### src/rtl/bwt_pkg.sv
package bwt_pkg;

    localparam int DELAY_W  = 8;
    localparam int ADDR_W   = 12;
    localparam int CLS_ID_W = 6;
    localparam int CNT_W    = CLS_ID_W + 1;
    localparam int PCT_FULL = 100;
    localparam logic [ADDR_W-1:0] REG_BASE = 12'hD50;

    typedef logic [DELAY_W-1:0]  delay_t;
    typedef logic [CLS_ID_W-1:0] cls_id_t;
    typedef logic [CNT_W-1:0]    cls_cnt_t;

    typedef enum logic {
        QM_POW2   = 1'b0,
        QM_LINEAR = 1'b1
    } qmode_e;

    typedef struct packed {
        logic    hit;
        cls_id_t idx;
    } reg_sel_t;

    function automatic delay_t floor_pow2(delay_t v);
        delay_t r;
        r = '0;
        for (int i = 0; i < DELAY_W; i++) begin
            if (v[i]) r = delay_t'(delay_t'(1) << i);
        end
        return r;
    endfunction

    function automatic delay_t lin_step(delay_t mx);
        if (mx >= delay_t'(PCT_FULL)) return delay_t'(1);
        return delay_t'(PCT_FULL) - mx;
    endfunction

    function automatic reg_sel_t decode_addr(logic [ADDR_W-1:0] a, int unsigned n_regs);
        reg_sel_t s;
        logic [ADDR_W-1:0] off;
        off   = a - REG_BASE;
        s.hit = (a >= REG_BASE) && (off < ADDR_W'(n_regs));
        s.idx = cls_id_t'(off);
        return s;
    endfunction

endpackage

### src/rtl/bwt_quant.sv
module bwt_quant
    import bwt_pkg::*;
(
    input  logic   clk,
    input  logic   rst,
    input  delay_t din,
    input  delay_t max_delay,
    input  qmode_e mode,
    output delay_t dout
);
    delay_t clamped;
    delay_t step;
    delay_t lin_val;
    delay_t p2_val;

    always_comb begin
        clamped = (din > max_delay) ? max_delay : din;
        step    = lin_step(max_delay);
        lin_val = clamped - (clamped % step);
        p2_val  = floor_pow2(clamped);
        dout    = (mode == QM_LINEAR) ? lin_val : p2_val;
    end

    AST_QUANT_NOT_ABOVE_MAX: assert property (@(posedge clk) disable iff (rst)
        dout <= max_delay);
    AST_LIN_ON_GRID: assert property (@(posedge clk) disable iff (rst)
        (mode == QM_LINEAR) |-> ((dout % lin_step(max_delay)) == '0));
    AST_POW2_SINGLE_BIT: assert property (@(posedge clk) disable iff (rst)
        (mode == QM_POW2) |-> ($countones(dout) <= 1));
    AST_QUANT_NOT_ABOVE_INPUT: assert property (@(posedge clk) disable iff (rst)
        dout <= din);

endmodule

### src/rtl/bwt_class_regs.sv
module bwt_class_regs
    import bwt_pkg::*;
#(
    parameter int NUM_REGS = 16
) (
    input  logic     clk,
    input  logic     rst,
    input  cls_cnt_t class_count,
    input  logic     wr_en,
    input  reg_sel_t wr_sel,
    input  delay_t   wr_data,
    input  logic     rd_en,
    input  reg_sel_t rd_sel,
    output delay_t   rd_data,
    input  cls_id_t  lk_idx,
    output delay_t   lk_data
);
    localparam int IDX_W = (NUM_REGS > 1) ? $clog2(NUM_REGS) : 1;

    cls_cnt_t lim;
    logic     rd_ok;
    logic     lk_ok;
    delay_t   regs_q [NUM_REGS];

    always_comb begin
        lim   = (class_count > CNT_W'(NUM_REGS)) ? CNT_W'(NUM_REGS) : class_count;
        rd_ok = rd_sel.hit && ({1'b0, rd_sel.idx} < lim);
        lk_ok = ({1'b0, lk_idx} < lim);
    end

    for (genvar g = 0; g < NUM_REGS; g++) begin : g_cls
        logic take;
        assign take = wr_en && wr_sel.hit && (wr_sel.idx == cls_id_t'(g))
                      && (CNT_W'(g) < lim);

        always_ff @(posedge clk) begin
            if (rst)       regs_q[g] <= '0;
            else if (take) regs_q[g] <= wr_data;
        end

        AST_UNTOUCHED_CLASS_STABLE: assert property (@(posedge clk) disable iff (rst)
            !(wr_en && wr_sel.hit && wr_sel.idx == cls_id_t'(g)) |=> $stable(regs_q[g]));
    end

    always_ff @(posedge clk) begin
        if (rst)        rd_data <= '0;
        else if (rd_en) rd_data <= rd_ok ? regs_q[rd_sel.idx[IDX_W-1:0]] : '0;
    end

    assign lk_data = lk_ok ? regs_q[lk_idx[IDX_W-1:0]] : '0;

    AST_RD_UNMAPPED_ZERO: assert property (@(posedge clk) disable iff (rst)
        (rd_en && !rd_ok) |=> (rd_data == '0));
    AST_RD_HOLDS_IDLE: assert property (@(posedge clk) disable iff (rst)
        !rd_en |=> $stable(rd_data));
    AST_RESET_CLEARS_RD: assert property (@(posedge clk)
        rst |=> (rd_data == '0));

endmodule

### src/rtl/bwt_assoc.sv
module bwt_assoc
    import bwt_pkg::*;
#(
    parameter int NUM_THREADS = 4,
    localparam int THR_W = (NUM_THREADS > 1) ? $clog2(NUM_THREADS) : 1
) (
    input  logic             clk,
    input  logic             rst,
    input  logic             set_en,
    input  logic [THR_W-1:0] set_thr,
    input  cls_id_t          set_cls,
    input  logic [THR_W-1:0] q_thr,
    output cls_id_t          q_cls
);
    cls_id_t cls_q [NUM_THREADS];

    for (genvar t = 0; t < NUM_THREADS; t++) begin : g_thr
        always_ff @(posedge clk) begin
            if (rst)
                cls_q[t] <= '0;
            else if (set_en && set_thr == THR_W'(t))
                cls_q[t] <= set_cls;
        end
    end

    assign q_cls = cls_q[q_thr];

    AST_ASSOC_TAKES_CLASS: assert property (@(posedge clk) disable iff (rst)
        set_en |=> (cls_q[$past(set_thr)] == $past(set_cls)));

endmodule

### src/rtl/bw_throttle_bank.sv
module bw_throttle_bank
    import bwt_pkg::*;
#(
    parameter int NUM_REGS    = 16,
    parameter int NUM_THREADS = 4,
    localparam int THR_W = (NUM_THREADS > 1) ? $clog2(NUM_THREADS) : 1
) (
    input  logic              clk,
    input  logic              rst,
    input  logic              cfg_linear,
    input  logic [7:0]        cfg_max_delay,
    input  logic [6:0]        cfg_class_count,
    input  logic              reg_wr_en,
    input  logic [11:0]       reg_wr_addr,
    input  logic [7:0]        reg_wr_data,
    input  logic              reg_rd_en,
    input  logic [11:0]       reg_rd_addr,
    output logic [7:0]        reg_rd_data,
    input  logic              thr_set_en,
    input  logic [THR_W-1:0]  thr_set_id,
    input  logic [5:0]        thr_set_class,
    input  logic [THR_W-1:0]  lk_thread,
    output logic [7:0]        lk_delay
);
    reg_sel_t wr_sel;
    reg_sel_t rd_sel;
    delay_t   q_data;
    cls_id_t  lk_cls;
    qmode_e   mode;

    always_comb begin
        wr_sel = decode_addr(reg_wr_addr, NUM_REGS);
        rd_sel = decode_addr(reg_rd_addr, NUM_REGS);
        mode   = cfg_linear ? QM_LINEAR : QM_POW2;
    end

    bwt_quant i_quant (
        .clk       (clk),
        .rst       (rst),
        .din       (reg_wr_data),
        .max_delay (cfg_max_delay),
        .mode      (mode),
        .dout      (q_data)
    );

    bwt_assoc #(.NUM_THREADS(NUM_THREADS)) i_assoc (
        .clk     (clk),
        .rst     (rst),
        .set_en  (thr_set_en),
        .set_thr (thr_set_id),
        .set_cls (thr_set_class),
        .q_thr   (lk_thread),
        .q_cls   (lk_cls)
    );

    bwt_class_regs #(.NUM_REGS(NUM_REGS)) i_regs (
        .clk         (clk),
        .rst         (rst),
        .class_count (cfg_class_count),
        .wr_en       (reg_wr_en),
        .wr_sel      (wr_sel),
        .wr_data     (q_data),
        .rd_en       (reg_rd_en),
        .rd_sel      (rd_sel),
        .rd_data     (reg_rd_data),
        .lk_idx      (lk_cls),
        .lk_data     (lk_delay)
    );

    AST_UNMAPPED_CLASS_DEFAULT: assert property (@(posedge clk) disable iff (rst)
        (({1'b0, lk_cls} >= cfg_class_count) || ({1'b0, lk_cls} >= CNT_W'(NUM_REGS)))
        |-> (lk_delay == '0));
    AST_UNMAPPED_WRITE_IGNORED: assert property (@(posedge clk) disable iff (rst)
        (reg_wr_en && !wr_sel.hit) |=> $stable(lk_delay) || $past(thr_set_en)
        || $past(lk_thread) != lk_thread || $past(cfg_class_count) != cfg_class_count);

endmodule

### config.mk
export PLATFORM = sky130hd
export DESIGN_NAME = bw_throttle_bank
export DESIGN_NICKNAME = d
export VERILOG_FILES = /design/src/rtl/bwt_pkg.sv /design/src/rtl/bwt_quant.sv /design/src/rtl/bwt_class_regs.sv /design/src/rtl/bwt_assoc.sv /design/src/rtl/bw_throttle_bank.sv
export SDC_FILE = /design/constraint.sdc
export NUM_CORES = 1
export LEC_CHECK = 0
export BUFFER_PORTS_ARGS = -buffer_cell sky130_fd_sc_hd__buf_2
export CORE_ASPECT_RATIO = 2
export CORE_MARGIN = 10
export CORE_UTILIZATION = 35
export CTS_CLUSTER_SIZE = 12
export DETAILED_ROUTE_END_ITERATION = 8
export HOLD_SLACK_MARGIN = 0.05
export SLEW_MARGIN = 25
export SYNTH_ARGS = -nofsm -noshare
export SYNTH_HDL_FRONTEND = slang
export SYNTH_SLANG_ARGS = --single-unit
### constraint.sdc
create_clock -name clk -period 20.5 [get_ports clk]
set_input_delay 1.025 -clock clk [delete_from_list [all_inputs] [get_ports clk]]
set_output_delay 1.025 -clock clk [all_outputs]
set_load 0.01 [all_outputs]
; After elaboration in Yosys (flattened, before gate mapping)
; Memory sizes are Yosys's and may differ from the RTL's.
; Cells that the tools add are included.
[totals]
register_bits = 8
mem_bits_rw = 152
in_bits = 63
memories = 2
[classes]
n_addsub = 4
n_div = 1
n_lt_le_gt_ge = 25
n_eq_ne = 18
n_mux = 99
bitwise = 20
reduce_logical = 42
[memory_table]
columns = memory, words, word_bits, read_ports, rd_clocked_by_memory_dff, wr, line_no
row1 = i_regs.regs_q, 16, 8, 2, 0, 16, bwt_class_regs.sv:23  ; delay_t regs_q [NUM_REGS];
row2 = i_assoc.cls_q, 4, 6, 1, 0, 4, bwt_assoc.sv:15  ; cls_id_t cls_q [NUM_THREADS];
[ops]
columns = op, n
row1 = 2-to-1 mux 8 bit, 23
row2 = 2-to-1 mux 1 bit, 65
row3 = less-than comparator 4 x 7 -> 1 bit (first input constant), 8
row4 = == test 6 x 4 -> 1 bit (second input constant), 8
row5 = logical AND 1 bit, 40
row6 = 2-to-1 mux 6 bit, 5
row7 = less-than comparator 3 x 7 -> 1 bit (first input constant), 4
row8 = == test 6 x 3 -> 1 bit (second input constant), 4
row9 = >= comparator 12 bit (second input constant), 2
row10 = less-than comparator 12 x 5 -> 1 bit (second input constant), 2
row11 = subtractor 12 bit (second input constant), 2
row12 = OR 1 bit, 20
row13 = less-than comparator 1 x 7 -> 1 bit (first input constant), 2
row14 = less-than comparator 2 x 7 -> 1 bit (first input constant), 2
row15 = less-than comparator 6 x 7 -> 1 bit, 2
row16 = 2-to-1 mux 7 bit, 2
row17 = == test 6 x 2 -> 1 bit (second input constant), 2
row18 = >= comparator 8 x 7 -> 1 bit (second input constant), 1
row19 = > comparator 8 bit, 1
row20 = remainder unit 8 x 8 -> 8 bit, 1
row21 = subtractor 7 x 8 -> 8 bit (first input constant), 1
row22 = subtractor 8 bit, 1
row23 = > comparator 7 x 5 -> 1 bit (second input constant), 1
row24 = == test 6 x 1 -> 1 bit (second input constant), 1
row25 = 8 further kinds, 9

; Depth between registers and ports, before layout
[depth]
word_depth = 12
ltp_mapped = 72
ltp_nobuf = 68

; Cells and area by module
; A second synthesis with hierarchy kept.
[hier_totals]
cells_unflattened = 1041
area_unflattened_um2 = 11536.1
[modules_own_cells]
columns = mod, instances, cells_per_inst, area_per_inst_um2
row1 = bwt_class_regs, 1, 603, 7806.2
row2 = bwt_quant, 1, 342, 2492.4
row3 = bwt_assoc, 1, 71, 1063.5
row4 = bw_throttle_bank, 1, 25, 173.9

; Worst setup path before layout
; OpenSTA, ideal clock, no wires.
[synth_path]
path_kind = input -> register
start = in cfg_max_delay[3]
end = mem i_regs.regs_q[12][7] (netlist bit), data pin
setup_ns = 0.276
arrival_ns = 14.108
required_time_ns = 20.224
path_slack_ns = 6.116
cell_stages = 69
path_cell_list = buf_6 -> inv_1 -> ha_1 -> nand4_1 -> or2_0 -> clkbuf_1 -> nand2_2 -> and3_1 -> a21oi_2 -> inv_2 -> ha_1 -> a22oi_1 -> ha_1 -> o21a_1 -> nor2_1 -> and4b_1 -> a31oi_1 -> ha_1 -> [... 33 more ...] -> inv_1 -> fa_1 -> and2b_1 -> o31a_1 -> a21oi_1 -> o21ai_1 -> nand2_1 -> o21ai_0 -> ha_1 -> nor2b_1 -> o21ai_0 -> a21oi_1 -> o31ai_1 -> nand2_1 -> a2111o_1 -> o2111ai_4 -> buf_12 -> nor3_2
[synth_lines]
columns = element, line_no
row1 = start: declaration, bw_throttle_bank.sv:11  ; input logic [7:0] cfg_max_delay,
row2 = end: declaration, bwt_class_regs.sv:23

==> results list <==
* Result of the run: complete, no violations
- Type of the most critical hold path: register to register
* WL/cell: 23.4 um
- Pin placement for this block handled 79 I/O pins.
* Combinational family with the most area after synthesis: multiplexers
- The commonest cells after synthesis are sky130_fd_sc_hd__nor2_1, sky130_fd_sc_hd__edfxtp_1, sky130_fd_sc_hd__mux4_2.
* Fmax achieved: 0.0631 GHz
- The die covers 40900 sq um.
- For hold timing, the worst endpoint is i_regs.rd_data[4].
- Most common cell on crit path: sky130_fd_sc_hd__ha_1
* Antenna-violating nets left: 0
- In this run the critical register-to-register path is captured at i_regs.rd_data[5].
* Clock tree from TritonCTS: built
- The count of endpoints failing hold in the final timing report came to 0.
- In the final timing run, aggregate negative setup slack is 0 ns.
* Share of cell area taken by muxes after synthesis: 18.0%
* Post-synth EDFFs: 152
* Clock Root Buffer: sky130_fd_sc_hd__clkbuf_16
- Count of H-tree levels built during CTS: 4
- Post-synth ARST share: 0%
- Final critical-path setup slack: 4.65 ns
- The congestion estimate from routability-driven global placement came to 0.909.
- Across the routed clock network, the largest skew measured is 0.00913 ns.
- Before CTS, the worst setup slack after placement is 4.35 ns.
* Cells resized by post-CTS repair: 0
- Cells taking the most area after synthesis: sky130_fd_sc_hd__edfxtp_1, sky130_fd_sc_hd__mux4_2, sky130_fd_sc_hd__ha_1
- Fraction of the mapped netlist area in simple logic gates: 17.0%
- Biggest cell delay along the critical path: 0.71 ns
- Clock-pin slew was measured on the worst setup and hold paths at 0.06 ns.
- The clock net in this run drives a total of 160 sinks.
* Total of max-cap violations: 0
- Global routing used 17.2% of the available tracks across all layers.
- The startpoint identified for the worst hold timing path is i_regs.rd_data[4].
* Critical R2R Launch: i_regs.regs_q[7][5]
- Inserted Diodes: 0
- After synthesis, the netlist uses 86 different library cells.
- The die is 148 um wide.
* Via count of the routed design: 8654
- In the routed layout, each cell is associated on average with a via count of 5.73.
* Hold-critical path depth: 2
- RSZ-0062 raised after global routing: no
- The die is 276 um tall.
- Summed over all instances, the cell type with the most area after synthesis is sky130_fd_sc_hd__edfxtp_1.
- Once detailed placement completed, the half-perimeter wirelength came to 27.4 mm.
- Kind of end point of the critical path: register
- Critical path startpoint category: input pin
- Post-CTS Hold Buffers: 0
- Overflow left after global routing: 0
- After routing the design area is 12900 sq um.
* Post-CTS setup buffers: 0
* Top-area cell type share of the netlist area: 39.7%
- Compound-cell area share of the yosys netlist: 11.5%
- Via count of the first global-routing pass: 9130
* Layout cell share with drive strength beyond 1: 23.5%
* Cell Area, Placed: 12300 sq um
- Synth-to-Final Area Change: 11.9%
* Total length of routed wires: 35.3 mm
* Most frequent cell after synthesis: sky130_fd_sc_hd__nor2_1
- Starting DRT DRC Count: 565
* Row Count: 93
* CP arrival: 16.00 ns
- First-pass GRT wire length: 53.3 mm
- Once the floorplan was initialized, standard cells occupied 35.5% of the core.
- In this run the register-to-register setup slack is 18.68 ns.
- Synth Area in XOR/XNOR: 1.98%
* IO buf count: 78
- Min Clock Period, post-route: 15.85 ns
- DRC: 0
* Slew at the pin closest to its max-slew limit: 1.07 ns
- After Yosys synthesis, full adders, half adders and majority gates account for 7.42% of the synthesized area.
- Final-report max-slew violation count: 0
- The worst pin sits at a relative slew slack of 28.7%.
* Number of buffers created by CTS: 17
- Post-synthesis sequential area ratio: 41.1%
- The worst path uses 77.3% of the clock period.
- Slowest-stage cell, CP: sky130_fd_sc_hd__a32o_1
- Entering global routing, the biggest net connects 36 pins.
- After synthesis the netlist holds a flip-flop and latch count of 160.
* Utilization after layout: 39.8%
- Top fanout value on the critical path: 16
* Clk buf depth: 2
- The Yosys step of the flow raised 0 warnings.
* Later-pin clock latency in the skew report: 0.44 ns
* Number of cells on the worst reg-to-reg path: 4
* Commonest register cell after synthesis: sky130_fd_sc_hd__edfxtp_1
- The first detailed-routing pass took 5 iterations.
- STA puts the critical path data required time at 20.65 ns.
- The synthesized netlist occupies a cell area of 11500 sq um.
* CP Class: input pin to register
* Mean instance size in the synthesized netlist: 11.5 sq um
* Gate count of the mapped netlist: 1001
- The initial antenna violation count came to 2.
* Core area: 32300 sq um
- Final nets: 1199
- Setup violations remaining at the end of the flow were counted as 0.
[state kept, by name, summed over array words and instances (netlist names)]
signal and cells:
i_regs.regs_q 128, i_assoc.cls_q 24, i_regs.rd_data 8
[layout by cell type (no fill, tap or decap), types with 5 or more instances in the layout]
cell                        instances
sky130_fd_sc_hd__ha_1              65
sky130_fd_sc_hd__inv_6              5
sky130_fd_sc_hd__or2_2              6
sky130_fd_sc_hd__clkbuf_16         17
sky130_fd_sc_hd__edfxtp_1         152
sky130_fd_sc_hd__nor2b_1           13
sky130_fd_sc_hd__a21oi_1           42
sky130_fd_sc_hd__mux4_2            86
sky130_fd_sc_hd__o211ai_1          10
sky130_fd_sc_hd__and2_1            37
sky130_fd_sc_hd__a31oi_1            6
sky130_fd_sc_hd__inv_1             30
sky130_fd_sc_hd__buf_2             78
sky130_fd_sc_hd__xor2_1            12
sky130_fd_sc_hd__nand2b_1          30
sky130_fd_sc_hd__dfxtp_1            8
sky130_fd_sc_hd__o21ai_1            8
sky130_fd_sc_hd__nand2_1           61
sky130_fd_sc_hd__nor3_1            29
sky130_fd_sc_hd__nor3_2            10
sky130_fd_sc_hd__xnor2_1           14
sky130_fd_sc_hd__o21a_1            18
sky130_fd_sc_hd__a31o_2             8
sky130_fd_sc_hd__a211oi_1           7
sky130_fd_sc_hd__nor2_1           155
sky130_fd_sc_hd__nand4_1            8
sky130_fd_sc_hd__a211o_1            5
sky130_fd_sc_hd__o21ai_0           18
sky130_fd_sc_hd__nand3_1           14
sky130_fd_sc_hd__mux2i_1            9
sky130_fd_sc_hd__a21o_1            17
sky130_fd_sc_hd__buf_4             10
[critical path, delay by kind of cell]
family / cells / cell delay (ns)
compound gates: 29 / 7.50
fa+ha+maj: 10 / 3.07
buf+inv: 4 / 0.50
mux: 3 / 0.96
simple gates: 15 / 2.94
[per-layer routing]
| metal | vias to the layer above | GRT usage, % | part of all wire [%] |
|---|---|---|---|
| li1 | 3957 | - | - |
| met1 | 4289 | 16.0 | 33 |
| met2 | 317 | 32.5 | 56 |
| met3 | 87 | 3.19 | 5.2 |
| met4 | 4 | 11.8 | 6.6 |
| met5 | - | 0 | 0.059 |
[area by class of cell]
type / instances / area, sq um
flip-flops and latches: 160 / 4720
clock buffers: 17 / 425
repair buffers: 88 / 465
fillers: 3208 / 19500
inverters: 33 / 124
multi-input cells: 769 / 6470
clock inverters: 15 / 124
well taps: 427 / 534
[worst max-delay path by stage]
stage	from	endpoint	slack, ns	cells after the start
after CTS	cfg_max_delay[7]	i_regs.regs_q[1][7]	4.76	64
final	cfg_max_delay[7]	i_regs.regs_q[1][7]	4.65	61
after floorplan	cfg_max_delay[3]	i_regs.regs_q[12][7]	6.12	69
after detailed placement	cfg_max_delay[7]	i_regs.regs_q[1][7]	4.35	64
after global placement	cfg_max_delay[6]	i_regs.regs_q[0][7]	4.67	64
after global routing	cfg_max_delay[7]	i_regs.regs_q[1][7]	3.18	62
[cells by family (layout without fill, tap and decap cells)]
group,count (synthesis),after routing
buffers and inverters,74,153
adders and majority gates,67,67
xor gates and xnor gates,26,26
DFF,160,160
and+or+nand+nor,394,394
other,1,3
AOI/OAI and AO/OA,180,180
muxes,99,99
[stage by stage]
stage,hold slack (ns),cells
floorplan,0.493,1003
global placement,0.457,1476
detailed placement,0.460,1477
CTS,0.471,1509
global route,0.485,1509
finish,0.469,1509
Power is not shown: default switching activity piles up to over one toggle a cycle in this logic, so the estimate is an artifact.
